$ cat config.mk
export PLATFORM = sky130hd
export DESIGN_NAME = tcap_unit
export DESIGN_NICKNAME = d
export VERILOG_FILES = /design/src/rtl/tcap_pkg.sv /design/src/rtl/tcap_filter.sv /design/src/rtl/tcap_counter.sv /design/src/rtl/tcap_channel.sv /design/src/rtl/tcap_unit.sv
export SDC_FILE = /design/constraint.sdc
export NUM_CORES = 1
export LEC_CHECK = 0
export BUFFER_PORTS_ARGS = -buffer_cell sky130_fd_sc_hd__buf_2
export CAP_MARGIN = 5
export CORE_MARGIN = 2
export CORE_UTILIZATION = 35
export CTS_CLUSTER_DIAMETER = 150
export DETAILED_ROUTE_END_ITERATION = 12
export PLACE_DENSITY_LB_ADDON = 0.25
export SYNTH_ARGS = -nofsm -noshare
export SYNTH_HDL_FRONTEND = slang
export SYNTH_SLANG_ARGS = --single-unit
$ cat constraint.sdc
create_clock -name clk -period 1.7 [get_ports clk]
set_input_delay 0.51 -clock clk [delete_from_list [all_inputs] [get_ports clk]]
set_output_delay 0.51 -clock clk [all_outputs]
set_load 0.1 [all_outputs]
$ cat src/rtl/tcap_pkg.sv
package tcap_pkg;

  typedef enum logic [1:0] {
    EDGE_NONE = 2'b00,
    EDGE_RISE = 2'b01,
    EDGE_FALL = 2'b10,
    EDGE_BOTH = 2'b11
  } edge_sel_e;

  localparam int NUM_CH = 2;

  // true when an event matches the selection (bit0 rising, bit1 falling)
  function automatic logic edge_hit(input logic [1:0] sel, input logic rise, input logic fall);
    return (sel[0] & rise) | (sel[1] & fall);
  endfunction

  // swap rising and falling selection
  function automatic logic [1:0] mirror_sel(input logic [1:0] sel);
    return {sel[0], sel[1]};
  endfunction

endpackage

$ cat src/rtl/tcap_filter.sv
module tcap_filter #(
  parameter int FDIV_W = 2
) (
  input  logic              clk,
  input  logic              rst_n,
  input  logic              pin,
  input  logic              run,
  input  logic [FDIV_W-1:0] fdiv,
  output logic              rise_ev,
  output logic              fall_ev
);

  localparam int DCNT_W = (1 << FDIV_W) - 1;

  logic              sync_a, sync_b;
  logic              smp_q, hist_q, armed_q;
  logic [DCNT_W-1:0] dcnt_q;
  logic [DCNT_W-1:0] mask;
  logic              strobe, tracking, accept;

  // low bits of the divider that must be zero for a sampling strobe
  function automatic logic [DCNT_W-1:0] div_mask(input logic [FDIV_W-1:0] s);
    logic [DCNT_W-1:0] m;
    for (int i = 0; i < DCNT_W; i++) m[i] = (i < int'(s));
    return m;
  endfunction

  assign mask     = div_mask(fdiv);
  assign strobe   = ((dcnt_q & mask) == '0);
  // history is frozen low until the first start, then always follows the pin
  assign tracking = run | armed_q;
  assign accept   = (sync_b == smp_q) && (sync_b != hist_q);

  always_ff @(posedge clk) begin
    if (!rst_n) begin
      sync_a  <= 1'b0;
      sync_b  <= 1'b0;
      smp_q   <= 1'b0;
      hist_q  <= 1'b0;
      armed_q <= 1'b0;
      dcnt_q  <= '0;
      rise_ev <= 1'b0;
      fall_ev <= 1'b0;
    end else begin
      sync_a  <= pin;
      sync_b  <= sync_a;
      dcnt_q  <= dcnt_q + 1'b1;
      armed_q <= armed_q | run;
      rise_ev <= 1'b0;
      fall_ev <= 1'b0;
      if (strobe && tracking) begin
        smp_q <= sync_b;
        if (accept) begin
          hist_q  <= sync_b;
          rise_ev <= run & sync_b;
          fall_ev <= run & ~sync_b;
        end
      end
    end
  end

  // history only moves to a level seen by two consecutive samples
  a_r3_two_samples: assert property (@(posedge clk) disable iff (!rst_n)
    (hist_q != $past(hist_q)) |-> ($past(smp_q) == hist_q && $past(sync_b) == hist_q));

  // a reported rising edge leaves the history high
  a_r3_rise_level: assert property (@(posedge clk) disable iff (!rst_n)
    rise_ev |-> hist_q);

  // no edge is reported for a cycle in which the block was stopped
  a_r10_quiet_stopped: assert property (@(posedge clk) disable iff (!rst_n)
    !run |=> !(rise_ev || fall_ev));

endmodule

$ cat src/rtl/tcap_counter.sv
module tcap_counter #(
  parameter int CNT_W = 16
) (
  input  logic             clk,
  input  logic             rst_n,
  input  logic             run,
  input  logic             tick_clk,
  input  logic             pin_mode,
  input  logic             pin_step,
  output logic [CNT_W-1:0] cnt_q,
  output logic             tick_rise,
  output logic             tick_fall
);

  logic run_q, tick_q, start, step;

  function automatic logic [CNT_W-1:0] cnt_inc(input logic [CNT_W-1:0] v);
    return v + 1'b1;
  endfunction

  assign tick_rise = tick_clk & ~tick_q;
  assign tick_fall = ~tick_clk & tick_q;
  assign start     = run & ~run_q;
  assign step      = pin_mode ? pin_step : tick_rise;

  always_ff @(posedge clk) begin
    if (!rst_n) begin
      run_q  <= 1'b0;
      tick_q <= 1'b0;
      cnt_q  <= '0;
    end else begin
      run_q  <= run;
      tick_q <= tick_clk;
      if (start)             cnt_q <= '0;
      else if (run && step)  cnt_q <= cnt_inc(cnt_q);
    end
  end

  // counter holds while stopped
  a_r2_hold_stopped: assert property (@(posedge clk) disable iff (!rst_n)
    !run |=> (cnt_q == $past(cnt_q)));

  // start clears the counter
  a_r2_start_clears: assert property (@(posedge clk) disable iff (!rst_n)
    $rose(run) |=> (cnt_q == '0));

  // in pin mode the count clock alone does not move the counter
  a_r8_tick_ignored: assert property (@(posedge clk) disable iff (!rst_n)
    (run && run_q && pin_mode && !pin_step) |=> $stable(cnt_q));

endmodule

$ cat src/rtl/tcap_channel.sv
module tcap_channel
  import tcap_pkg::*;
#(
  parameter int CNT_W  = 16,
  parameter bit MIRROR = 1'b0
) (
  input  logic             clk,
  input  logic             rst_n,
  input  logic             run,
  input  logic             pin_mode,
  input  logic             cmp_mode,
  input  logic [1:0]       edge_sel,
  input  logic             rise_ev,
  input  logic             fall_ev,
  input  logic             tick_rise,
  input  logic             tick_fall,
  input  logic [CNT_W-1:0] cnt,
  input  logic             wr_en,
  input  logic [CNT_W-1:0] wr_data,
  output logic [CNT_W-1:0] cr_q,
  output logic             irq,
  output logic             match
);

  logic [1:0] sel;
  logic       trig, grab, pend_q, ipend_q;

  assign sel  = MIRROR ? mirror_sel(edge_sel) : edge_sel;
  assign trig = edge_hit(sel, rise_ev, fall_ev) & ~cmp_mode & ~pin_mode;
  assign grab = tick_fall & pend_q & ~cmp_mode & ~pin_mode;

  always_ff @(posedge clk) begin
    if (!rst_n) begin
      cr_q    <= '0;
      pend_q  <= 1'b0;
      ipend_q <= 1'b0;
      irq     <= 1'b0;
      match   <= 1'b0;
    end else begin
      irq   <= 1'b0;
      match <= 1'b0;
      if (!run) begin
        pend_q  <= 1'b0;
        ipend_q <= 1'b0;
      end else begin
        if (grab) pend_q <= 1'b0;
        if (trig) pend_q <= 1'b1;
        if (grab) ipend_q <= 1'b1;
        else if (tick_rise && ipend_q) begin
          ipend_q <= 1'b0;
          irq     <= 1'b1;
        end
        if (tick_rise && cmp_mode && (cnt == cr_q)) match <= 1'b1;
      end
      if (wr_en)             cr_q <= wr_data;
      else if (run && grab)  cr_q <= cnt;
    end
  end

  // interrupt is a single-clock pulse
  a_r6_irq_single: assert property (@(posedge clk) disable iff (!rst_n)
    irq |=> !irq);

  // interrupt only follows a count-clock rising half
  a_r6_irq_on_rise: assert property (@(posedge clk) disable iff (!rst_n)
    irq |-> $past(tick_rise));

  // without a write, the register only changes on a falling half
  a_r5_capture_on_fall: assert property (@(posedge clk) disable iff (!rst_n)
    (!wr_en && !tick_fall) |=> $stable(cr_q));

  // compare mode keeps the register unless software writes it
  a_r7_compare_holds: assert property (@(posedge clk) disable iff (!rst_n)
    (cmp_mode && !wr_en) |=> (cr_q == $past(cr_q)));

endmodule

$ cat src/rtl/tcap_unit.sv
module tcap_unit
  import tcap_pkg::*;
#(
  parameter int CNT_W  = 16,
  parameter int FDIV_W = 2
) (
  input  logic              clk,
  input  logic              rst_n,
  input  logic              run,
  input  logic              tick_clk,
  input  logic              cap_pin,
  input  logic              cfg_we,
  input  logic [1:0]        cfg_edge,
  input  logic [1:0]        cfg_cmp,
  input  logic              cfg_pincnt,
  input  logic [FDIV_W-1:0] cfg_fdiv,
  input  logic [1:0]        cr_we,
  input  logic [CNT_W-1:0]  cr_wdata,
  output logic [CNT_W-1:0]  cnt_val,
  output logic [CNT_W-1:0]  cr0_val,
  output logic [CNT_W-1:0]  cr1_val,
  output logic [1:0]        cap_irq,
  output logic [1:0]        cmp_match
);

  edge_sel_e         edge_q;
  logic [NUM_CH-1:0] cmp_q;
  logic              pincnt_q;
  logic [FDIV_W-1:0] fdiv_q;

  logic              rise_ev, fall_ev, tick_rise, tick_fall, pin_step;
  logic [CNT_W-1:0]  cr_arr [NUM_CH];

  // configuration is only accepted while stopped
  always_ff @(posedge clk) begin
    if (!rst_n) begin
      edge_q   <= EDGE_RISE;
      cmp_q    <= '0;
      pincnt_q <= 1'b0;
      fdiv_q   <= '0;
    end else if (cfg_we && !run) begin
      edge_q   <= edge_sel_e'(cfg_edge);
      cmp_q    <= cfg_cmp;
      pincnt_q <= cfg_pincnt;
      fdiv_q   <= cfg_fdiv;
    end
  end

  assign pin_step = pincnt_q & edge_hit(edge_q, rise_ev, fall_ev);

  tcap_filter #(.FDIV_W(FDIV_W)) u_filter (
    .clk     (clk),
    .rst_n   (rst_n),
    .pin     (cap_pin),
    .run     (run),
    .fdiv    (fdiv_q),
    .rise_ev (rise_ev),
    .fall_ev (fall_ev)
  );

  tcap_counter #(.CNT_W(CNT_W)) u_counter (
    .clk       (clk),
    .rst_n     (rst_n),
    .run       (run),
    .tick_clk  (tick_clk),
    .pin_mode  (pincnt_q),
    .pin_step  (pin_step),
    .cnt_q     (cnt_val),
    .tick_rise (tick_rise),
    .tick_fall (tick_fall)
  );

  for (genvar g = 0; g < NUM_CH; g++) begin : g_ch
    tcap_channel #(.CNT_W(CNT_W), .MIRROR(g == 1)) u_ch (
      .clk       (clk),
      .rst_n     (rst_n),
      .run       (run),
      .pin_mode  (pincnt_q),
      .cmp_mode  (cmp_q[g]),
      .edge_sel  (edge_q),
      .rise_ev   (rise_ev),
      .fall_ev   (fall_ev),
      .tick_rise (tick_rise),
      .tick_fall (tick_fall),
      .cnt       (cnt_val),
      .wr_en     (cr_we[g]),
      .wr_data   (cr_wdata),
      .cr_q      (cr_arr[g]),
      .irq       (cap_irq[g]),
      .match     (cmp_match[g])
    );
  end

  assign cr0_val = cr_arr[0];
  assign cr1_val = cr_arr[1];

  // configuration stays put across a cycle in which run is high
  a_r11_cfg_locked: assert property (@(posedge clk) disable iff (!rst_n)
    run |=> ($stable(edge_q) && $stable(cmp_q) && $stable(pincnt_q) && $stable(fdiv_q)));

  // pin counting suppresses every capture interrupt
  a_r8_no_irq_pin_mode: assert property (@(posedge clk) disable iff (!rst_n)
    ($past(pincnt_q) && pincnt_q) |-> (cap_irq == 2'b00));

endmodule

# == After elaboration in Yosys (flattened, before gate mapping) ==
# Cells that the tools add are included.
# word_totals
register_bits,75
input_bits,31
out_inout_bits,52
# classes
add_sub_neg,2
order_cmp,3
eq_ne,4
mux,17
bitwise_logic,33
reduce_logical,26
# ops
cell,n
$mux 16,4
$eq 16x16->1,2
$and 1x1->1,20
$add 16x1->16 const B,1
$mux 1,13
$logic_and 1x1->1,12
$reduce_bool 2->1,6
$not 1->1,9
$reduce_or 3->1,2
$lt 1x2->1 const A,2
$reduce_and 2->1,2
$add 3x1->3 const B,1
$and 3x3->3,1
$logic_not 3->1,1
$or 1x1->1,3
$reduce_and 3->1,1
$lt 2x2->1 const A,1
$reduce_or 2->1,1
$eq 1x1->1,1
$logic_not 1->1,1
$ne 1x1->1,1

# == Longest topological paths before layout ==
# Gate-level depths: netlist of run 1.
# logic_depth
depth_word,8
depth_mapped,6

# == Hierarchy ==
# A second synthesis of run 1 with hierarchy kept.
# hier_totals
cells_unflattened,415
hier_area_um2,3738.6
# by_module_without_submodules
module,n_inst,cells_each,area_per_inst_um2
tcap_channel,2,128,1097.3
tcap_counter,1,94,859.6
tcap_filter,1,32,374.1
tcap_unit,1,33,310.3

# == Worst setup path after synthesis of run 1 ==
# No wires, ideal clock.
# synth_path
path_kind,reg2reg
start,register u_counter.cnt_q[1]
end,register u_counter.cnt_q[6]
arrival_ps,2349
required_time_ps,1628
path_slack_ps,-721
stages_incl_launch_ff,6
n_path_buf,0
cell_sequence,dfxtp_1 ha_1 and3_1 o21ai_1 or4_2 a21oi_1
# synth_via
elab_chain_len,1
# synth_lines
item,line_no,text
start: declaration,tcap_counter.sv:10,"output logic [CNT_W-1:0] cnt_q,"
start signal: assignment,tcap_counter.sv:35,else if (run && step) cnt_q <= cnt_inc(cnt_q);
$add 16x1->16,tcap_counter.sv:18,return v + 1'b1;
# No other way between the ends.
# A chain may end at the register's enable or synchronous reset.

# == Worst setup path after layout of run 1 ==
# layout_path
start,register g_ch[1].u_ch.cr_q[15]
end,output cr1_val[15]
# layout_rtl
item,line_no,text
start: declaration,tcap_channel.sv:20,"output logic [CNT_W-1:0] cr_q,"
start signal: assignment,tcap_channel.sv:55,if (wr_en) cr_q <= wr_data;
start signal: assignment,tcap_channel.sv:56,else if (run && grab) cr_q <= cnt;
end: declaration,tcap_unit.sv:21,"output logic [CNT_W-1:0] cr1_val,"
# No word-level cell between the ends.

==> results of run 1 <==
[sequential cells by signal, summed over array words and instances (netlist names), 2 cells and up]
| signal | count |
|---|---|
| g_ch.u_ch.cr_q | 32 |
| u_counter.cnt_q | 16 |
| u_filter.dcnt_q | 3 |
| cmp_q | 2 |
| edge_q | 2 |
| fdiv_q | 2 |
| g_ch.u_ch.ipend_q | 2 |
| g_ch.u_ch.irq | 2 |
| g_ch.u_ch.match | 2 |
| g_ch.u_ch.pend_q | 2 |
[area by class of cell]
type / count / area, µm² / share of cell area (%)
multi-input combinational: 273 / 1900 / 40.6
sequential: 75 / 1570 / 33.6
timing repair buffer: 112 / 811 / 17.3
tap: 136 / 170 / 3.63
clock buffer: 10 / 128 / 2.72
inverter: 17 / 63.8 / 1.36
clock inverter: 6 / 40.0 / 0.854
[timing repair]
item	CTS	global route
resized for setup	23	15
endpoints found under the setup margin	23	18
hold endpoints to repair	0	0
setup buffers	0	3
pin swaps	0	0
[layer usage]
| metal | track usage, % | part of all wire, % | vias up |
|---|---|---|---|
| met3 | 5.21 | 5.1 | 9 |
| met4 | 4.79 | 1.4 | 0 |
| met2 | 30.0 | 48 | 93 |
| met5 | 0 | 0 | - |
| li1 | - | - | 1618 |
| met1 | 24.7 | 46 | 1563 |
[cells in the final DEF (no fill, tap or decap), drive strengths merged, types with 10 or more instances in the layout]
cell type  count
nor2          35
dfxtp         75
a21oi         15
nand2         32
o211a         16
clkbuf        23
a211oi        16
o211ai        21
mux2i         22
inv           18
buf           99
nor4          10
xor2          26
[worst max path at each step]
stage / from / endpoint / slack [ns] / cells after the start
after floorplan: u_counter.cnt_q[3]$_SDFFE_PP0P_ / u_counter.cnt_q[14]$_SDFFE_PP0P_ / -0.08 / 6
after global placement: tick_clk / u_counter.cnt_q[5]$_SDFFE_PP0P_ / -0.01 / 6
after detailed placement: tick_clk / u_counter.cnt_q[2]$_SDFFE_PP0P_ / -0.04 / 5
after CTS: g_ch[1].u_ch.cr_q[0]$_SDFFE_PN0P_ / cr1_val[0] / 0.005 / 1
after global routing: g_ch[1].u_ch.cr_q[1]$_SDFFE_PN0P_ / cr1_val[1] / 0.001 / 1
final: g_ch[1].u_ch.cr_q[15]$_SDFFE_PN0P_ / cr1_val[15] / 0.04 / 1
[power breakdown]
part | internal (mW) | switching [mW] | leakage (nW)
Clock | 0.531 | 0.700 | 0.0830
Combinational | 0.243 | 0.596 | 1.43
Sequential | 1.81 | 0.0687 | 0.632
[kinds of logic (layout without fill, tap and decap cells)]
| kind of cell | after synthesis | count (layout) |
|---|---|---|
| AOI/OAI and AO/OA | 98 | 98 |
| xor gates and xnor gates | 33 | 33 |
| adders and majority gates | 2 | 2 |
| buffers and inverters | 56 | 145 |
| DFF | 75 | 75 |
| muxes | 23 | 23 |
| and+or+nand+nor | 117 | 117 |
==> flow_metrics.tcl, run 1 <==
set metrics [dict create \
    fp.dieH_um 106 \
    min_to "u_filter.sync_a$_SDFF_PN0_" \
    synth_ff_type "dfxtp_1" \
    grt_pass1_wl_um 16300 \
    maxCapViolations 0 \
    holdWs_ns 0.366 \
    worstPathRequired_ns 1.19 \
    design_area_mm2 0.00469 \
    gp_congestion 0.876 \
    drt_iter0_drc 116 \
    critical-path-slowest-cell "buf_2" \
    ys_seq_area_share_pct 41.2 \
    yosysMostFrequentCell "dfxtp_1" \
    ir_drop_mv 0.457 \
    antenna_found_initial 0 \
    clock_latency_ns 0.36 \
    die_w_um 106 \
    max_freq_mhz 602 \
    hold_buffers 0 \
    postRouteAntennaNets 0 \
    fin_setup_tns_ns 0 \
    h-tree-depth 3 \
    status "finished, final reports clean" \
    r2r_start "u_counter.cnt_q[1]$_SDFFE_PP0P_" \
    setup_viol 0 \
    vias_per_cell 5.22 \
    num-fill-cells 978 \
    synth_nets 437 \
    synth_area_leaders "dfxtp_1, xor2_1, mux2i_1, o211a_1, o211ai_1" \
    cts_root_buf "clkbuf_8" \
    period_share_pct 97.7 \
    path_delay_family "buffers and inverters" \
    place_ws_ns -0.0394 \
    nets 521 \
    place_area_mm2 0.00441 \
    clock-sinks 75 \
    reg2reg_depth 6 \
    tightest_slew_ns 0.527 \
    cts_max_path_buffers 2 \
    hp-class "primary input to flop" \
    fin_worst_skew_ns 0.0157 \
    slowest_delay_ns 0.43 \
    worstPathArrival_ns 1.15 \
    path_buf_inv 1 \
    dp.cells 610 \
    p_per_area_mw_per_mm2 843 \
    num_vias 3283 \
    synth_edf_count 0 \
    grt.total_usage_pct 18.7 \
    synth_area_mm2 0.00364 \
    critical_path.cell_chain "buf_2" \
    finalWorstSetupSlack_ns 0.0393 \
    first_pass_iters 5 \
    rows 37 \
    yosys_register_bits 75 \
    core_mm2 0.0102 \
    synthTopCellsByCount "dfxtp_1, nor2_1, nand2_1, xor2_1, mux2i_1" \
    min_path_cells 2 \
    layout-drive-gt1-share_pct 34.5 \
    num_io_pins 83 \
    synth_cells 404 \
    path_clk_slew_ns 0.09 \
    cts_tree "yes" \
    synthSimpleGateAreaFrac_pct 16.0 \
    hp-start "cap_pin" \
    async_reset_ff_share_pct 0 \
    grt_max_degree 33 \
    instances_no_fill 629 \
    cts_buffers 9 \
    synth_xor_area_share_pct 7.94 \
    final_core_util_pct 45.8 \
    rr_endpoint "u_counter.cnt_q[8]$_SDFFE_PP0P_" \
    grt_pass1_vias 3107 \
    reg2reg_slack_ns 0.11 \
    rsz0062_at_grt "no" \
    n_antenna_cell 0 \
    synth_top_family_by_area "compound AO/OA/AOI/OAI gates" \
    synthMuxAreaShare_pct 6.36 \
    critPathLaunchType "flop" \
    wl_per_cell_um 16.3 \
    endpoint_kind "output pin" \
    initial_core_util_pct 35.6 \
    path_class "flop to output pin" \
    maxSlewViolCount 0 \
    wl_um 10300 \
    synth.top_cell.area_share_pct 41.2 \
    post-dp-hpwl_um 7680 \
    cp_max_fo 3 \
    max-slew-margin-rel_pct 64.5 \
    post-route-min-period_ns 1.66 \
    yosysWarningCount 0 \
    syn2layout_area_growth_pct 28.8 \
    place.port_buffers 82 \
    ys_types 48 \
    hold_viol_final 0 \
    drc_errors 0 \
    power_mw 3.95 \
    die_area_mm2 0.0112 \
    synth-compound-area-share_pct 20.7 \
    synth_adder_area_share_pct 0.687 \
    syn_area_per_cell_um2 9.02 \
    p_leak_nw 2.14 \
    yosys.area.top_type "dfxtp_1" \
    grt_overflow 0 \
]
No activity file was read; power rests on OpenSTA's default activity.
==> inputs of run 2 (changes only) <==
--- a/config.mk
+++ b/config.mk
@@ -9,6 +9,7 @@
 export CAP_MARGIN = 5
 export CORE_MARGIN = 2
 export CORE_UTILIZATION = 35
+export CTS_BUF_LIST = sky130_fd_sc_hd__clkbuf_2
 export CTS_CLUSTER_DIAMETER = 150
 export DETAILED_ROUTE_END_ITERATION = 12
 export PLACE_DENSITY_LB_ADDON = 0.25
==> constraint.sdc (replaced) <==
create_clock -name clk -period 1.7 [get_ports clk]
set_input_delay 0.34 -clock clk [delete_from_list [all_inputs] [get_ports clk]]
set_output_delay 0.34 -clock clk [all_outputs]
set_load 0.1 [all_outputs]
==> flow_metrics.tcl, run 2 (same netlist as run 1, synthesis figures left out) <==
set metrics [dict create \
    status "finished, final reports clean" \
    path_delay_family "simple AND/OR/NAND/NOR gates" \
    fin_setup_tns_ns 0 \
    path_buf_inv 0 \
    critical-path-slowest-cell "or4_2" \
    syn2layout_area_growth_pct 30.4 \
    worstPathArrival_ns 2.12 \
    tightest_slew_ns 0.524 \
    cp_num_cells 5 \
    critPathLaunchType "flop" \
    p_leak_nw 2.15 \
    vias_per_cell 5.21 \
    critical_path.cell_chain "ha_4 > and3_1 > o21ai_2 > or4_2 > a21oi_1" \
    ir_drop_mv 0.466 \
    clock-sinks 75 \
    path_class "flop to flop" \
    post-dp-hpwl_um 7600 \
    rr_endpoint "u_counter.cnt_q[6]$_SDFFE_PP0P_" \
    hp-class "primary input to flop" \
    rows 37 \
    fp.dieH_um 106 \
    die_area_mm2 0.0112 \
    period_share_pct 97.5 \
    rsz0062_at_grt "yes" \
    layout_common_cells "buf_4, dfxtp_1, nor2_1" \
    final_core_util_pct 46.4 \
    grt_pass1_wl_um 16600 \
    worstPathRequired_ns 2.16 \
    p_per_area_mw_per_mm2 851 \
    path_clk_slew_ns 0.19 \
    cts_buffers 9 \
    die_w_um 106 \
    mostFrequentLayoutCell "buf_4" \
    endpoint_kind "flop" \
    largest_register_ff_count 32 \
    cts_root_buf "clkbuf_2" \
    wl_um 10600 \
    initial_core_util_pct 35.6 \
    setup_viol 0 \
    wl_per_cell_um 16.8 \
    max_freq_mhz 603 \
    drt_iter0_drc 158 \
    maxSlewViolCount 0 \
    postRouteAntennaNets 0 \
    r2r_start "u_counter.cnt_q[1]$_SDFFE_PP0P_" \
    gp_congestion 0.834 \
    regMostFlops "g_ch.u_ch.cr_q" \
    drc_errors 0 \
    grt_overflow 0 \
    crit_start "u_counter.cnt_q[1]$_SDFFE_PP0P_" \
    grt_max_degree 33 \
    holdWs_ns 0.0348 \
    worstSetupEndpoint "u_counter.cnt_q[6]$_SDFFE_PP0P_" \
    antenna_found_initial 0 \
    slowest_delay_ns 0.56 \
    grt_pass1_vias 3135 \
    place.port_buffers 82 \
    layout-drive-gt1-share_pct 33.5 \
    max-slew-margin-rel_pct 64.7 \
    n_antenna_cell 0 \
    top_regs "g_ch.u_ch.cr_q x32, u_counter.cnt_q x16, u_filter.dcnt_q x3" \
    post-route-min-period_ns 1.66 \
    reg2reg_depth 5 \
    h-tree-depth 3 \
    maxCapViolations 0 \
    num_io_pins 83 \
    cts_max_path_buffers 2 \
    cp_max_fo 8 \
    num_vias 3269 \
    nets 521 \
    first_pass_iters 4 \
    hold_viol_final 0 \
    clock_latency_ns 0.55 \
    cts_tree "yes" \
    fin_worst_skew_ns 0.0452 \
    reg2reg_slack_ns 0.04 \
    grt.total_usage_pct 19.0 \
    core_mm2 0.0102 \
]
## run 2: timing repair
action	in CTS	in global routing
hold buffers	4	2
buffers inserted	0	5
gates resized for setup	50	22
endpoints found under the setup margin	48	26
endpoints found under the hold margin	4	2
pin swaps	0	1
## run 2: metal layers
| metal | vias to the layer above | wire length (µm) | GRT usage (%) | part of all wire, % |
|---|---|---|---|---|
| li1 | 1623 | - | - | - |
| met1 | 1541 | 4910 | 25.0 | 46 |
| met2 | 95 | 4890 | 30.0 | 46 |
| met3 | 10 | 612 | 5.27 | 5.8 |
| met4 | 0 | 163 | 6.77 | 1.5 |
| met5 | - | 0 | 0 | 0 |
## run 2: how the worst min path moves through the flow
| stage | from | end | slack, ns | cells after the start |
|---|---|---|---|---|
| after global routing | rst_n | edge_q[0]$_SDFFE_PN1P_ | 0.01 | 2 |
| after global placement | u_filter.sync_a$_SDFF_PN0_ | u_filter.sync_b$_SDFF_PN0_ | 0.42 | 1 |
| after floorplan | u_filter.sync_a$_SDFF_PN0_ | u_filter.sync_b$_SDFF_PN0_ | 0.41 | 1 |
| after detailed placement | u_filter.sync_a$_SDFF_PN0_ | u_filter.sync_b$_SDFF_PN0_ | 0.43 | 1 |
| final | cfg_cmp[0] | cmp_q[0]$_SDFFE_PN0P_ | 0.03 | 3 |
| after CTS | cfg_fdiv[1] | fdiv_q[1]$_SDFFE_PN0P_ | 0.004 | 3 |
## run 2: area by class of cell
cell class,instances,area (µm²)
Multi-Input combinational cell,273,1910
Tap cell,136,170
Timing Repair Buffer,112,875
Inverter,17,63.8
Sequential cell,75,1580
Clock buffer,10,50.0
Fill cell,1003,5480
Clock inverter,5,103
## run 2: stage by stage
| step | instance area [µm²] | power [mW] | cells | setup slack [ns] |
|---|---|---|---|---|
| after CTS | 4620 | 4.05 | 621 | 0.00417 |
| after global placement | 4300 | 2.72 | 602 | 0.0645 |
| final | 4750 | 4.04 | 628 | 0.0428 |
| after global routing | 4750 | 4.21 | 628 | -0.0495 |
| after detailed placement | 4300 | 2.73 | 602 | 0.0443 |
| after floorplan | 3760 | 2.53 | 404 | -0.0795 |
## run 2: where the power goes
| group | leakage, nW | internal [mW] | switching (mW) |
|---|---|---|---|
| Combinational | 1.43 | 0.260 | 0.601 |
| Sequential | 0.632 | 1.82 | 0.0710 |
| Clock | 0.0896 | 0.630 | 0.659 |
## run 2: tightest hold or removal path, delay by kind of cell
family                 cells  cell delay, ns
and+or+nand+nor            1            0.07
buffers and inverters      1            0.08
AOI/OAI and AO/OA          1            0.05
==> inputs of run 3 (changes only) <==
--- a/config.mk
+++ b/config.mk
@@ -7,6 +7,7 @@
 export LEC_CHECK = 0
 export BUFFER_PORTS_ARGS = -buffer_cell sky130_fd_sc_hd__buf_2
 export CAP_MARGIN = 5
+export CORE_ASPECT_RATIO = 2
 export CORE_MARGIN = 2
 export CORE_UTILIZATION = 35
 export CTS_BUF_LIST = sky130_fd_sc_hd__clkbuf_2
==> flow_metrics.tcl, run 3 (same netlist as run 1, synthesis figures left out) <==
set metrics [dict create \
    fin_worst_skew_ns 0.0209 \
    path_class "flop to output pin" \
    drc_errors 0 \
    layout_common_cells "buf_4, dfxtp_1, nor2_1" \
    grt_max_degree 27 \
    place.port_buffers 82 \
    place_area_mm2 0.00431 \
    rows 52 \
    clock-sinks 75 \
    maxCapViolations 0 \
    num_vias 3449 \
    initial_core_util_pct 35.9 \
    top_regs "g_ch.u_ch.cr_q x32, u_counter.cnt_q x16, u_filter.dcnt_q x3" \
    gp_congestion 0.892 \
    drt_iter0_drc 218 \
    postRouteAntennaNets 0 \
    endpoint_kind "output pin" \
    num-fill-cells 1044 \
    regMostFlops "g_ch.u_ch.cr_q" \
    grt_overflow 0 \
    p_per_area_mw_per_mm2 822 \
    num_io_pins 83 \
    cts_root_buf "clkbuf_2" \
    p_leak_nw 2.16 \
    grt_pass1_wl_um 18900 \
    setup_viol 0 \
    status "finished, final reports clean" \
    cts_max_path_buffers 2 \
    path_clk_slew_ns 0.21 \
    ir_drop_mv 0.423 \
    hold_viol_final 0 \
    worstPathArrival_ns 1.31 \
    post-dp-hpwl_um 9580 \
    period_share_pct 97.3 \
    cts_buffers 9 \
    largest_register_ff_count 32 \
    post-route-min-period_ns 1.65 \
    first_pass_iters 5 \
    layout-drive-gt1-share_pct 35.2 \
    core_mm2 0.0101 \
    h-tree-depth 3 \
    reg2reg_slack_ns 0.07 \
    mostFrequentLayoutCell "buf_4" \
    cts_tree "yes" \
    die_w_um 76.1 \
    grt.total_usage_pct 22.1 \
    worstPathRequired_ns 1.36 \
    wl_per_cell_um 19.6 \
    wl_um 12400 \
    max-slew-margin-rel_pct 68.1 \
    hp-class "primary input to flop" \
    grt_pass1_vias 3483 \
    cp_max_fo 7 \
    vias_per_cell 5.47 \
    die_area_mm2 0.0113 \
    rsz0062_at_grt "no" \
    antenna_found_initial 1 \
    max_freq_mhz 605 \
    fin_setup_tns_ns 0 \
    clock_latency_ns 0.54 \
    maxSlewViolCount 0 \
    nets 523 \
    tightest_slew_ns 0.478 \
    syn2layout_area_growth_pct 30.4 \
    design_area_mm2 0.00475 \
    fp.dieH_um 148 \
    critPathLaunchType "flop" \
]
==> run 3: cell count changes in the layout (fill, tap and decap cells not counted), sizes merged <==
cell | before | now
clkinvlp | 0 | 1
bufinv | 3 | 2
inv | 16 | 18
dlygate4sd3 | 6 | 4
clkbuf | 14 | 10
diode | 0 | 1
buf | 102 | 109
==> run 3: repair_timing <==
item                                    in CTS  in global routing
pin swaps                                    0                  1
gates resized for setup                     63                 16
hold buffers                                 4                  0
setup buffers                                2                  2
endpoints found under the hold margin        4                  0
cloned                                       0                  0
endpoints found under the setup margin      49                 18
==> run 3: metal layers <==
layer  GRT usage [%]  up-vias  share of wire (%)
met1            21.4     1648                 34
met2            41.5      126                 55
met5               0        -                  0
met4            15.4        0                5.8
li1                -     1636                  -
met3            4.37       39                4.9
==> run 3: critical path, cell delays in order, from the launching register on <==
cell and delay [ns]:
dfxtp_2 0.39, buf_4 0.18, buf_8 0.21
==> run 3: through the flow <==
stage               setup slack, ns  hold WS, ns  cells  util, %  power [mW]
global route                0.00422       0.0151    631     46.8        4.06
detailed placement          -0.0414        0.429    606     42.5        2.75
finish                       0.0461       0.0369    631     46.8        3.91
global placement            -0.0255        0.416    606     42.5        2.74
floorplan                   -0.0795        0.412    404        -        2.53
CTS                         0.00117      0.00239    628     46.1        3.93
==> run 3: power breakdown <==
part / leakage, nW / internal [mW] / total [mW] / switching, mW
sequential: 0.633 / 1.82 / 1.90 / 0.0793
combinational: 1.44 / 0.260 / 0.874 / 0.615
clock: 0.0825 / 0.483 / 1.14 / 0.653
total: 2.16 / 2.56 / 3.91 / 1.35
==> run 3: cell type report <==
| type | instances | area (µm²) | share of cell area (%) |
|---|---|---|---|
| Inverter | 17 | 63.8 | 1.34 |
| Clock buffer | 9 | 45.0 | 0.948 |
| Tap cell | 135 | 169 | 3.56 |
| Sequential cell | 75 | 1580 | 33.3 |
| Timing Repair Buffer | 114 | 871 | 18.3 |
| Multi-Input combinational cell | 273 | 1930 | 40.6 |
| Clock inverter | 7 | 90.1 | 1.90 |
| Antenna cell | 1 | 2.50 | 0.0527 |
==> run 3: worst paths after layout <==
kind	from	end	cells after the start
max reg2reg	u_counter.cnt_q[0]$_SDFFE_PP0P_	u_counter.cnt_q[8]$_SDFFE_PP0P_	6
min reg2reg	u_filter.sync_a$_SDFF_PN0_	u_filter.sync_b$_SDFF_PN0_	1
min	cfg_cmp[1]	cmp_q[1]$_SDFFE_PN0P_	3
max	u_counter.cnt_q[14]$_SDFFE_PP0P_	cnt_val[14]	2
